==> config.mk <==
export PLATFORM = sky130hd
export DESIGN_NAME = tod_access_ctl
export DESIGN_NICKNAME = d
export VERILOG_FILES = /design/src/rtl/tod_ctl_pkg.sv /design/src/rtl/tod_acc_decode.sv /design/src/rtl/tod_srflag.sv /design/src/rtl/tod_count_core.sv /design/src/rtl/tod_read_hold.sv /design/src/rtl/tod_access_ctl.sv
export SDC_FILE = /design/constraint.sdc
export NUM_CORES = 1
export LEC_CHECK = 0
export BUFFER_PORTS_ARGS = -buffer_cell sky130_fd_sc_hd__clkbuf_2
export CAP_MARGIN = 10
export CELL_PAD_IN_SITES_DETAIL_PLACEMENT = 0
export CELL_PAD_IN_SITES_GLOBAL_PLACEMENT = 1
export CORE_ASPECT_RATIO = 1.4
export CORE_MARGIN = 1.5
export CORE_UTILIZATION = 48
export CTS_CLUSTER_SIZE = 10
export DETAILED_ROUTE_END_ITERATION = 8
export PLACE_DENSITY_LB_ADDON = 0.1
export SETUP_SLACK_MARGIN = 0.1
export SLEW_MARGIN = 20
export SYNTH_ARGS = -nofsm -noshare
export SYNTH_HDL_FRONTEND = slang
export SYNTH_SLANG_ARGS = --single-unit
==> constraint.sdc <==
create_clock -name clk -period 2.6 [get_ports clk]
set_clock_uncertainty 0.1 [all_clocks]
set_input_delay 0.26 -clock clk [delete_from_list [all_inputs] [get_ports clk]]
set_output_delay 0.26 -clock clk [all_outputs]
set_load 0.02 [all_outputs]
==> src/rtl/tod_ctl_pkg.sv <==
package tod_ctl_pkg;
  // Byte positions inside the time-of-day group; decoding depends on them.
  localparam int unsigned ADDR_W  = 2;
  localparam logic [ADDR_W-1:0] LO_IDX = 2'd0;
  localparam logic [ADDR_W-1:0] HI_IDX = 2'd2;

  typedef struct packed {
    logic lo_wr;
    logic hi_wr;
    logic lo_rd;
    logic hi_rd;
  } tod_req_t;
endpackage

==> src/rtl/tod_acc_decode.sv <==
module tod_acc_decode
  import tod_ctl_pkg::*;
(
  input  logic              rd_n,
  input  logic              wr_n,
  input  logic              tod_sel,
  input  logic [ADDR_W-1:0] reg_addr,
  input  logic              alarm_bank,
  output tod_req_t          req_o
);
  logic grp_ok;
  logic is_lo;
  logic is_hi;

  always_comb begin
    grp_ok = tod_sel & ~alarm_bank;
    is_lo  = (reg_addr == LO_IDX);
    is_hi  = (reg_addr == HI_IDX);
    req_o.lo_wr = grp_ok & ~wr_n & is_lo;
    req_o.hi_wr = grp_ok & ~wr_n & is_hi;
    req_o.lo_rd = grp_ok & ~rd_n & is_lo;
    req_o.hi_rd = grp_ok & ~rd_n & is_hi;
  end
endmodule

==> src/rtl/tod_srflag.sv <==
module tod_srflag (
  input  logic clk,
  input  logic rst_n,
  input  logic set_i,
  input  logic clr_i,
  output logic q_o
);
  always_ff @(posedge clk or negedge rst_n) begin
    if (!rst_n)     q_o <= 1'b0;
    else if (clr_i) q_o <= 1'b0;
    else if (set_i) q_o <= 1'b1;
  end

  assert_clear_wins_R3: assert property (@(posedge clk) disable iff (!rst_n)
    clr_i |=> !q_o);
  assert_set_takes_R2: assert property (@(posedge clk) disable iff (!rst_n)
    (set_i && !clr_i) |=> q_o);
  assert_idle_keeps_R9: assert property (@(posedge clk) disable iff (!rst_n)
    (!set_i && !clr_i) |=> $stable(q_o));
endmodule

==> src/rtl/tod_count_core.sv <==
module tod_count_core #(
  parameter int unsigned CNT_W = 24
) (
  input  logic             clk,
  input  logic             rst_n,
  input  logic             en_i,
  input  logic             edge_i,
  output logic             strobe_o,
  output logic [CNT_W-1:0] cnt_o
);
  localparam logic [CNT_W-1:0] ONE = {{(CNT_W-1){1'b0}}, 1'b1};
  logic edge_q;

  assign strobe_o = en_i & edge_i & ~edge_q;

  always_ff @(posedge clk or negedge rst_n) begin
    if (!rst_n) begin
      edge_q <= 1'b0;
      cnt_o  <= '0;
    end else begin
      edge_q <= edge_i;
      if (strobe_o) cnt_o <= cnt_o + ONE;
    end
  end

  assert_strobe_needs_en_R4: assert property (@(posedge clk) disable iff (!rst_n)
    strobe_o |-> en_i);
  assert_increment_R4: assert property (@(posedge clk) disable iff (!rst_n)
    strobe_o |=> (cnt_o == $past(cnt_o) + ONE));
  assert_no_strobe_no_count_R4: assert property (@(posedge clk) disable iff (!rst_n)
    !strobe_o |=> $stable(cnt_o));
  assert_single_strobe_R5: assert property (@(posedge clk) disable iff (!rst_n)
    strobe_o |=> !strobe_o);
endmodule

==> src/rtl/tod_read_hold.sv <==
module tod_read_hold #(
  parameter int unsigned CNT_W = 24
) (
  input  logic             clk,
  input  logic             rst_n,
  input  logic             hold_i,
  input  logic [CNT_W-1:0] live_i,
  output logic [CNT_W-1:0] value_o
);
  logic [CNT_W-1:0] snap_q;

  always_ff @(posedge clk or negedge rst_n) begin
    if (!rst_n)       snap_q <= '0;
    else if (!hold_i) snap_q <= live_i;
  end

  assign value_o = hold_i ? snap_q : live_i;

  assert_frozen_R6: assert property (@(posedge clk) disable iff (!rst_n)
    (hold_i && $past(hold_i)) |-> $stable(value_o));
  assert_capture_R6: assert property (@(posedge clk) disable iff (!rst_n)
    (!hold_i) |=> (hold_i -> (value_o == $past(live_i))));
endmodule

==> src/rtl/tod_access_ctl.sv <==
module tod_access_ctl
  import tod_ctl_pkg::*;
#(
  parameter int unsigned CNT_W = 24
) (
  input  logic             clk,
  input  logic             rst_n,
  input  logic             rd_n,
  input  logic             wr_n,
  input  logic             tod_sel,
  input  logic [1:0]       reg_addr,
  input  logic             alarm_bank,
  input  logic             pin_edge,
  output logic             cnt_strobe_n,
  output logic             cnt_en,
  output logic [CNT_W-1:0] rd_value,
  output logic             rd_hold
);
  tod_req_t         req;
  logic             strobe;
  logic [CNT_W-1:0] live_cnt;

  tod_acc_decode u_dec (
    .rd_n       (rd_n),
    .wr_n       (wr_n),
    .tod_sel    (tod_sel),
    .reg_addr   (reg_addr),
    .alarm_bank (alarm_bank),
    .req_o      (req)
  );

  tod_srflag u_en_flag (
    .clk   (clk),
    .rst_n (rst_n),
    .set_i (req.lo_wr),
    .clr_i (req.hi_wr),
    .q_o   (cnt_en)
  );

  tod_srflag u_hold_flag (
    .clk   (clk),
    .rst_n (rst_n),
    .set_i (req.hi_rd),
    .clr_i (req.lo_rd),
    .q_o   (rd_hold)
  );

  tod_count_core #(.CNT_W(CNT_W)) u_cnt (
    .clk      (clk),
    .rst_n    (rst_n),
    .en_i     (cnt_en),
    .edge_i   (pin_edge),
    .strobe_o (strobe),
    .cnt_o    (live_cnt)
  );

  tod_read_hold #(.CNT_W(CNT_W)) u_hold (
    .clk     (clk),
    .rst_n   (rst_n),
    .hold_i  (rd_hold),
    .live_i  (live_cnt),
    .value_o (rd_value)
  );

  assign cnt_strobe_n = ~strobe;

  assert_alarm_inert_R8: assert property (@(posedge clk) disable iff (!rst_n)
    alarm_bank |=> ($stable(cnt_en) && $stable(rd_hold)));
  assert_unselected_inert_R9: assert property (@(posedge clk) disable iff (!rst_n)
    (!tod_sel || reg_addr == 2'd1 || reg_addr == 2'd3) |=> ($stable(cnt_en) && $stable(rd_hold)));
  assert_hi_write_stops_R3: assert property (@(posedge clk) disable iff (!rst_n)
    (!wr_n && tod_sel && !alarm_bank && reg_addr == 2'd2) |=> !cnt_en);
  assert_lo_read_releases_R7: assert property (@(posedge clk) disable iff (!rst_n)
    (!rd_n && tod_sel && !alarm_bank && reg_addr == 2'd0) |=> !rd_hold);
  assert_strobe_gated_R4: assert property (@(posedge clk) disable iff (!rst_n)
    !cnt_strobe_n |-> (cnt_en && pin_edge));
endmodule

# Word-level counts from Yosys, hierarchy flattened
# Index checks and enable logic that the tools add are counted.
# W data, S select, Z words.
[totals] ff_bits=51 out_inout_bits=27 word_cells=29
[classes] addsub=1 n_eq_ne=1 n_mux=5 bitwise=14 reduce_logical=3
[op_table] cell="$add A24 B1 Y24 const B" count=1
[op_table] cell="$mux W24" count=1
[op_table] cell="$and A1 B1 Y1" count=9
[op_table] cell="$not A1 Y1" count=5
[op_table] cell="$mux W1" count=4
[op_table] cell="$reduce_bool A2 Y1" count=2
[op_table] cell="$eq A2 B2 Y1 const B" count=1
[op_table] cell="$logic_not A2 Y1" count=1

# Longest topological paths before layout
# Gate-level depths: netlist of the first run.
[depth] depth_word=6 depth_mapped=5 ltp_nobuf=5

# Hierarchy
# Synthesis of the first run repeated with hierarchy kept, for this count alone.
[unflattened] cells_unflattened=154 hier_area_um2=2257.2
[modules_own_cells] module="tod_count_core" instances=1 cells_each=92 area_per_inst_um2=1141.1 seq_area_each_um2=625.6
[modules_own_cells] module="tod_read_hold" instances=1 cells_each=51 area_per_inst_um2=997.2 seq_area_each_um2=600.6
[modules_own_cells] module="tod_srflag" instances=2 cells_each=2 area_per_inst_um2=35.0 seq_area_each_um2=25.0
[modules_own_cells] module="tod_acc_decode" instances=1 cells_each=6 area_per_inst_um2=45.0 seq_area_each_um2=0.0
[modules_own_cells] module="tod_access_ctl" instances=1 cells_each=1 area_per_inst_um2=3.8 seq_area_each_um2=0.0

# Worst setup path after synthesis of the first run
# OpenSTA, ideal clock, no wires.
[synth_path] kind="reg2out" start="register u_hold_flag.q_o" end="output rd_value[10]" arrival_ns=1.388 path_slack_ns=0.852 stages_incl_launch_ff=4 n_path_buf=2 cell_sequence="dfrtp_1 > clkbuf_1 > buf_2 > mux2_2"
[synth_between] elab_chain_cells=1
[synth_lines] item="start, declared" line_no="tod_srflag.sv:6" text="output logic q_o"
[synth_lines] item="start signal, assigned" line_no="tod_srflag.sv:9" text="if (!rst_n) q_o <= 1'b0;"
[synth_lines] item="start signal, assigned" line_no="tod_srflag.sv:10" text="else if (clr_i) q_o <= 1'b0;"
[synth_lines] item="start signal, assigned" line_no="tod_srflag.sv:11" text="else if (set_i) q_o <= 1'b1;"
[synth_lines] item="$mux W24"
[synth_lines] item="end, declared" line_no="tod_access_ctl.sv:16" text="output logic [CNT_W-1:0] rd_value,"
# No other way between the ends.

# Final worst setup path of the first run
[layout_path] start="register u_cnt.edge_q" end="register u_cnt.cnt_o[23]"
[layout_between] elab_chain_cells=2
[layout_lines] item="start, declared" line_no="tod_count_core.sv:12" text="logic edge_q;"
[layout_lines] item="start signal, assigned" line_no="tod_count_core.sv:21" text="edge_q <= edge_i;"
[layout_lines] item="$not A1 Y1" line_no="tod_count_core.sv:14" text="assign strobe_o = en_i & edge_i & ~edge_q;"
[layout_lines] item="$and A1 B1 Y1" line_no="tod_count_core.sv:14"
[layout_lines] item="end signal, assigned" line_no="tod_count_core.sv:22" text="if (strobe_o) cnt_o <= cnt_o + ONE;"
[layout_lines] item="end, declared" line_no="tod_count_core.sv:9" text="output logic [CNT_W-1:0] cnt_o"
# No other way between the ends.
# A chain may end at the register's enable or synchronous reset.

==> flow_summary.toml, run 1 <==
[outcome]
run_status = "finished clean"

[power]
pwr_density_cell_nw_per_um2 = 685
power.switching_w = 0.000468
pwr-share-clk_pct = 28.1
p_sw_share_pct = 28.1
combPwrFrac_pct = 17.2
p_int_w = 0.00120
seq_power_share_pct = 54.7
leakage_nw = 1.20
ir_worst_vdd_mv = 0.512

[sta]
fin_ws_ns = 0.826
fmax_ghz = 0.564
setup_violations = 0
drv_slew = 0
worst-slew-pin-transition_ns = 0.578
fin_crit_sh_pct = 68.2
hold_viol = 0
max_slew_margin_pct = 61.5
grt_setup_unrepaired = "no"
period_needed_ns = 1.77
tns_ns = 0

[die]
ioPinCount = 36
die_x_um = 58.7
die_area_um2 = 4750
initial_utilization_pct = 49.5
rows = 28
dieHeight_um = 80.9
core_um2 = 4200

[drt]
vias_per_cell = 5.44
finalWirelength_um = 3650
drtPass1Iterations = 4
wl_met2_um = 2030
dr_total_vias = 1316
wl_met1_um = 1410
dr.first_iter.drc_count = 51
wl_met3_um = 126
highest_layer = "met4"
wire_per_inst_um = 15.1
ant_nets = 0
drc = 0

[worst_setup_path]
crit_slowest_cell = "nor4_4"
required_ns = 2.70
critPathLaunchType = "register"
r2r_cells = 4
arrival_ns = 1.87
crit_fanout = 8
path_class = "register to register"
slowest_delay_ns = 0.58
path_cells = "nand3b_4 -> nor4_4 -> nand4_1 -> xnor2_1"
cp-end-kind = "register"

[synthesis]
yosys.area.top_type = "dfrtp_1"
synth_top_area_share_pct = 61.3
async_flop_share_pct = 100
syn_area_per_cell_um2 = 13.6
synth_area_leaders = "dfrtp_1 61%, mux2_2 14%, xnor2_1 7.6%, nand4_1 2.4%, nand3_1 2.2%"
ys.flop_type = "dfrtp_1"
syn_area_um2 = 2080
syn_nets = 163
yosys_register_bits = 51
yosys_warnings = 0
synth_edf_count = 0
yosysSeqAreaShare_pct = 61.3
synth_cell_types = 21
syn_inst = 153

[placed_design]
dp_hpwl_um = 2740
portBuffers = 35
place_ws_ns = 0.820
placed_cells = 233
place_congestion = 0.789

[layout]
drive_gt1_share_pct = 38.6
instances_no_fill = 242
area_delta_synth_final_pct = 16.8
finalNetCount = 206
diodes = 0

[global_routing]
grt_overflow = 0
antenna_found_initial = 0
grt_pass1_vias = 1389
track_usage_pct = 17.8
grt_pass1_wl_um = 6260
grt_max_degree = 29

[clock_tree]
cts-htree-levels = 2
cts_buffers = 5
clk_pin_slew_ns = 0.09
clock_sinks = 51
cts_root_buf = "clkbuf_8"
clock_path_buffers = 2
clk_latency_ns = 0.30
cts_tree = "built"
post_cts_buffers = 0
post_cts_resized = 0
postCtsHoldBufs = 1

[worst_hold_path]
hold_path.class = "input port to register"
hold_depth = 1

[run]
maxCapViolations = 0
==> logic make-up after synthesis <==
| kind of cell | count (synthesis) | synth area share, % |
|---|---|---|
| AND/OR/NAND/NOR | 46 | 13.2 |
| buffers and inverters | 4 | 0.841 |
| flip-flops | 51 | 61.3 |
| adder cells (fa/ha/maj) | 1 | 0.601 |
| XOR/XNOR | 23 | 9.68 |
| multiplexers | 25 | 13.5 |
| AO/OA/AOI/OAI | 3 | 0.841 |
==> sequential cells by signal, indices dropped and copies added, names as in the netlist <==
signal / flops
u_hold_flag.q_o: 1
u_cnt.edge_q: 1
u_hold.snap_q: 24
u_en_flag.q_o: 1
u_cnt.cnt_o: 24
==> path summary, 6_finish.rpt <==
kind	start	endpoint	slack [ns]
max	u_cnt.edge_q	u_cnt.cnt_o[23]	0.83
min reg2reg	u_cnt.cnt_o[23]	u_cnt.cnt_o[23]	0.38
max reg2reg	u_cnt.edge_q	u_cnt.cnt_o[23]	0.83
min in group asynchronous	rst_n	u_hold.snap_q[13]	0.37
min	pin_edge	u_cnt.edge_q	0.03
max in group asynchronous	rst_n	u_cnt.cnt_o[4]	1.23
==> metal layers <==
| metal | track usage, % | up-vias |
|---|---|---|
| met1 | 19.2 | 657 |
| met2 | 32.2 | 33 |
| met4 | 7.95 | 0 |
| met3 | 4.30 | 8 |
| met5 | 0 | - |
| li1 | - | 618 |
==> metrics by stage <==
stage	cell area, um^2	utilization (%)	hold WS, ns	power, W
6_report	2430	57.8	0.0333	0.00167
5_1_grt	2430	57.8	0.0261	0.00175
4_1_cts	2430	57.8	0.0229	0.00169
3_5_place_dp	2320	55.2	0.185	0.00122
3_3_place_gp	2320	55.2	0.174	0.00121
2_1_floorplan	2080	-	-0.136	0.00111
==> power by group through the flow <==
| stage | clock, W | combinational (W) | sequential [W] |
|---|---|---|---|
| 2_1_floorplan | 0 | 0.000196 | 0.000919 |
| 3_3_place_gp | 0 | 0.000289 | 0.000924 |
| 3_5_place_dp | 0 | 0.000293 | 0.000926 |
| 4_1_cts | 0.000487 | 0.000294 | 0.000911 |
| 5_1_grt | 0.000519 | 0.000314 | 0.000919 |
| 6_report | 0.000468 | 0.000287 | 0.000910 |
==> Yosys cell counts, drive strengths merged (2+ instances only) <==
cell,n
nor3,4
o21ai,2
nor2,6
nand2,12
buf,2
nor4,3
nand3,9
xor2,5
xnor2,18
dfrtp,51
nand4,8
mux2,25
==> cell type report <==
cell class / count / area (um^2)
clock buffers: 6 / 82.6
clock inverters: 2 / 16.3
fillers: 372 / 1770
inverters: 1 / 3.75
multi-input cells: 98 / 788
flip-flops and latches: 51 / 1280
well taps: 45 / 56.3
repair buffers: 39 / 208
==> worst max-delay path, delay by kind of cell (launching register included) <==
| kind | cells | cell delay (ns) |
|---|---|---|
| simple gates | 3 | 1.03 |
| flops | 1 | 0.39 |
| xor+xnor | 1 | 0.17 |
==> placed cells by master, fill, tap and decap left out, drive strengths merged <==
cell,netlist,routed
o31ai,1,1
nand3,9,9
nand4,8,8
xor2,5,5
ha,1,1
mux2,25,25
nor4,3,3
clkinv,0,1
nor2,6,6
nand3b,1,1
buf,2,3
dfrtp,51,51
nand2,12,12
dlygate4sd3,0,1
clkbuf,1,41
or3b,1,1
and4,1,1
inv,1,1
xnor2,18,18
o21ai,2,2
nor3,4,4
clkinvlp,0,1
nand4b,1,1
Power figures use the tool's default switching activity.
==> inputs of run 2 (changes only) <==
CORE_UTILIZATION = 44   (was 48)
clock period = 1.8 ns   (was 2.6 ns; I/O delays follow)
==> flow_summary.toml, run 2 (synthesis results as in run 1) <==
[sta]
period_needed_ns = 1.68
setup_violations = 0
max_slew_margin_pct = 79.6
fmax_ghz = 0.596
fin_crit_sh_pct = 93.3
tns_ns = 0
worst-slew-pin-transition_ns = 0.304
drv_slew = 0
grt_setup_unrepaired = "yes"
hold_viol = 0
fin_ws_ns = 0.121

[drt]
drtPass1Iterations = 4
ant_nets = 0
dr.first_iter.drc_count = 44
drc = 0
wire_per_inst_um = 14.0
finalWirelength_um = 3780
dr_total_vias = 1381
vias_per_cell = 5.11

[placed_design]
portBuffers = 35
place_ws_ns = 0.0602
placed_cells = 250
dp_hpwl_um = 2660
place_congestion = 0.789

[clock_tree]
cts_buffers = 5
cts-htree-levels = 2
clock_sinks = 51
clk_pin_slew_ns = 0.09
clock_path_buffers = 2
cts_root_buf = "clkbuf_8"
clk_latency_ns = 0.30
cts_tree = "built"

[layout]
top_regs = "u_cnt.cnt_o (24), u_hold.snap_q (24)"
layout_common_cells = "50 x dfrtp_1, 35 x clkbuf_2, 25 x mux2_2, 18 x xnor2_1, 12 x nand2_1"
instances_no_fill = 270
finalNetCount = 217
diodes = 0
drive_gt1_share_pct = 41.8
final_util_pct = 57.9
final_common_cell = "dfrtp_1"
area_delta_synth_final_pct = 26.1

[global_routing]
antenna_found_initial = 0
grt_max_degree = 52
grt_overflow = 0
grt_pass1_wl_um = 6330
grt_pass1_vias = 1400
track_usage_pct = 16.5

[run]
maxCapViolations = 0

[worst_hold_path]
whs_endpoint = "u_hold_flag.q_o"
hold_depth = 2
hold_start = "reg_addr[1]"
hold_path.class = "input port to register"

[power]
power.switching_w = 0.000699
p_sw_share_pct = 25.6
pwr_density_cell_nw_per_um2 = 1040
combPwrFrac_pct = 18.4
ir_worst_vdd_mv = 0.810
seq_power_share_pct = 48.0
p_int_w = 0.00203
leakage_nw = 1.30
pwr-share-clk_pct = 33.6

[worst_setup_path]
cp-end-kind = "output port"
r2r_cells = 6
arrival_ns = 1.40
r2r_start = "u_cnt.cnt_o[1]"
path_class = "register to output port"
critPathLaunchType = "register"
required_ns = 1.52
rr_endpoint = "u_cnt.cnt_o[8]"
worst-r2r-setup-slack_ns = 0.15
crit_fanout = 11

[die]
rows = 29
die_area_um2 = 5160
ioPinCount = 36
dieHeight_um = 84.4
die_x_um = 61.1
core_um2 = 4540
initial_utilization_pct = 45.9

[outcome]
run_status = "finished clean"
==> run 2: cell count changes in the layout (fill, tap and decap cells not counted), moves of 2 or more <==
| cell | change |
|---|---|
| dlygate4sd3_1 | +3 |
| bufinv_16 | +2 |
| buf_4 | +5 |
| nor4_4 | +2 |
| buf_6 | +2 |
| nor4_2 | -2 |
==> run 2: metrics by stage <==
step | hold WS [ns] | power [W] | instance area, um^2
2_1_floorplan | -0.216 | 0.00161 | 2080
3_3_place_gp | 0.0915 | 0.00175 | 2360
3_5_place_dp | 0.0926 | 0.00177 | 2360
4_1_cts | 0.0155 | 0.00271 | 2550
5_1_grt | 0.0390 | 0.00286 | 2630
6_report | 0.0320 | 0.00273 | 2630
==> run 2: cell type report <==
type | instances | area [um^2]
clock buffers | 5 | 68.8
clock inverters | 3 | 67.6
fillers | 397 | 1910
inverters | 1 | 3.75
multi-input cells | 98 | 813
flip-flops and latches | 51 | 1280
well taps | 62 | 77.6
repair buffers | 50 | 318
==> run 2: worst max path at each step <==
stage                               start         endpoint  slack [ns]  cells after the start
after floorplan           u_hold_flag.q_o     rd_value[10]        0.13                      3
after global placement     u_cnt.cnt_o[2]  u_cnt.cnt_o[23]        0.10                      4
after detailed placement   u_cnt.cnt_o[2]  u_cnt.cnt_o[23]        0.06                      4
after CTS                 u_hold_flag.q_o      rd_value[7]        0.10                      3
after global routing      u_hold_flag.q_o      rd_value[5]        0.02                      3
final                     u_hold_flag.q_o      rd_value[7]        0.12                      3
==> run 2: metal layers <==
layer / up-vias / global-route usage (%) / part of all wire (%)
met5: - / 0 / 0
met4: 0 / 7.71 / 2.5
met3: 7 / 4.47 / 3.4
met2: 30 / 27.8 / 55
met1: 700 / 18.8 / 39
li1: 644 / - / -
==> run 2: worst max-delay path, cell delays in order (launching register included) <==
cell	delay (ns)
dfrtp_1	0.37
buf_4	0.20
mux2_2	0.36
clkbuf_2	0.16
==> run 2: timing repair <==
action                                 4_1_cts  5_1_grt
endpoints found under the hold margin       53        0
pin swaps                                    1        2
buffers inserted                             1        7
setup endpoints to repair                   19       34
cloned                                       0        0
hold buffers                                 4        0
gates resized for setup                      2        5
==> run 2: power groups by stage <==
stage / sequential, W / combinational (W) / clock, W
after floorplan: 0.00133 / 0.000283 / 0
after global placement: 0.00133 / 0.000421 / 0
after detailed placement: 0.00134 / 0.000432 / 0
after CTS: 0.00132 / 0.000450 / 0.000948
after global routing: 0.00132 / 0.000546 / 0.000987
final: 0.00131 / 0.000503 / 0.000916
==> inputs of run 3 (changes only) <==
GPL_TIMING_DRIVEN = 0   (was default)
==> flow_summary.toml, run 3 (synthesis results as in run 1) <==
[outcome]
run_status = "finished clean"

[global_routing]
antenna_found_initial = 0
grt_pass1_wl_um = 6490
track_usage_pct = 16.7
grt_max_degree = 52
grt_overflow = 0
grt_pass1_vias = 1421

[placed_design]
dp_hpwl_um = 2640
portBuffers = 35
place_congestion = 0.741
dpl_cell_area_um2 = 2340

[sta]
period_needed_ns = 1.75
hold_viol = 0
tns_ns = 0
grt_setup_unrepaired = "yes"
drv_slew = 0
fmax_ghz = 0.571
setup_violations = 0
max_slew_margin_pct = 54.5
fin_crit_sh_pct = 97.4
hold_slack_ns = 0.0499
worst-slew-pin-transition_ns = 0.682

[layout]
layout_common_cells = "49 x dfrtp_1, 21 x mux2_4, 21 x buf_6, 18 x xnor2_1, 16 x buf_4"
final_common_cell = "dfrtp_1"
fin_area_um2 = 2890
finalNetCount = 227
diodes = 0
top_regs = "u_cnt.cnt_o (24), u_hold.snap_q (24)"
area_delta_synth_final_pct = 38.6
drive_gt1_share_pct = 43.5

[clock_tree]
cts_buffers = 5
cts-htree-levels = 2
cts_tree = "built"
clk_latency_ns = 0.29
clock_sinks = 51
cts_root_buf = "clkbuf_8"
clock_path_buffers = 2
clk_pin_slew_ns = 0.08

[worst_setup_path]
path_class = "register to output port"
cp-end-kind = "output port"
r2r_cells = 5
rr_endpoint = "u_cnt.cnt_o[23]"
required_ns = 1.52
arrival_ns = 1.47
crit_fanout = 8
critPathLaunchType = "register"
r2r_start = "u_cnt.cnt_o[5]"
worst-r2r-setup-slack_ns = 0.21

[power]
leakage_nw = 1.43
ir_worst_vdd_mv = 0.627
pwr_density_cell_nw_per_um2 = 916

[die]
initial_utilization_pct = 45.9
die_area_um2 = 5160
die_x_um = 61.1
dieHeight_um = 84.4
core_um2 = 4540
ioPinCount = 36
rows = 29

[drt]
finalWirelength_um = 4070
wire_per_inst_um = 14.6
vias_per_cell = 4.99
dr.first_iter.drc_count = 45
ant_nets = 0
drtPass1Iterations = 4
dr_total_vias = 1386
drc = 0

[worst_hold_path]
whs_endpoint = "u_hold_flag.q_o"
hold_path.class = "input port to register"
hold_start = "reg_addr[1]"
hold_depth = 2

[run]
maxCapViolations = 0
-- run 3: cell count changes in the layout (fill, tap and decap cells not counted), moves of 2 or more --
cell	before	now
buf_4	8	16
buf_6	2	21
buf_8	0	3
bufinv_16	2	0
clkbuf_16	0	2
clkbuf_2	35	12
mux2_2	25	4
mux2_4	0	21
-- run 3: worst max-delay path by stage --
stage | startpoint | endpoint | depth (start not counted)
floorplan | u_hold_flag.q_o | rd_value[10] | 3
global placement | u_hold_flag.q_o | rd_value[8] | 4
detailed placement | u_hold_flag.q_o | rd_value[13] | 4
CTS | u_hold_flag.q_o | rd_value[18] | 4
global route | u_hold_flag.q_o | rd_value[11] | 4
finish | u_hold_flag.q_o | rd_value[11] | 4
-- run 3: stage by stage --
stage                     cells  setup slack, ns  utilization, %  power, W
after global placement      250          -0.0705            51.5   0.00175
after global routing        278        -0.000811            63.6   0.00278
after CTS                   267           0.0186            56.1   0.00246
final                       278           0.0474            63.6   0.00264
after floorplan             153            0.132               -   0.00161
after detailed placement    250          -0.0651            51.5   0.00176
-- run 3: where the power goes --
part           internal, W  leakage (nW)  switching [W]  total (W)
Sequential         0.00124         0.693      0.0000775    0.00131
Combinational     0.000434         0.698       0.000320   0.000754
Clock             0.000259        0.0371       0.000315   0.000575
-- run 3: critical path, stage by stage (launching register included) --
cell and delay, ns:
dfrtp_1 0.42, buf_8 0.16, clkbuf_16 0.16, mux2_4 0.31
buf_6 0.13
-- run 3: repair_timing --
action / 4_1_cts / 5_1_grt
pin swaps: 4 / 1
endpoints found under the setup margin: 33 / 32
hold endpoints to repair: 53 / 0
gates cloned: 0 / 2
hold buffers: 4 / 0
buffers inserted: 7 / 9
gates resized for setup: 11 / 90
-- run 3: metal layers --
layer | share of wire, % | wire length (um) | vias up | GRT usage (%)
met1 | 42 | 1730 | 691 | 19.9
met4 | 1.4 | 59 | 0 | 5.93
li1 | - | - | 662 | -
met3 | 3.3 | 133 | 6 | 3.70
met2 | 53 | 2150 | 27 | 28.5
met5 | 0 | 0 | - | 0
-- run 3: area by class of cell --
class / count / area [um^2]
Fill cell: 368 / 1650
Clock buffer: 6 / 72.6
Sequential cell: 51 / 1280
Buffer: 3 / 45.0
Tap cell: 62 / 77.6
Inverter: 1 / 3.75
Timing Repair Buffer: 57 / 519
Multi-Input combinational cell: 98 / 890
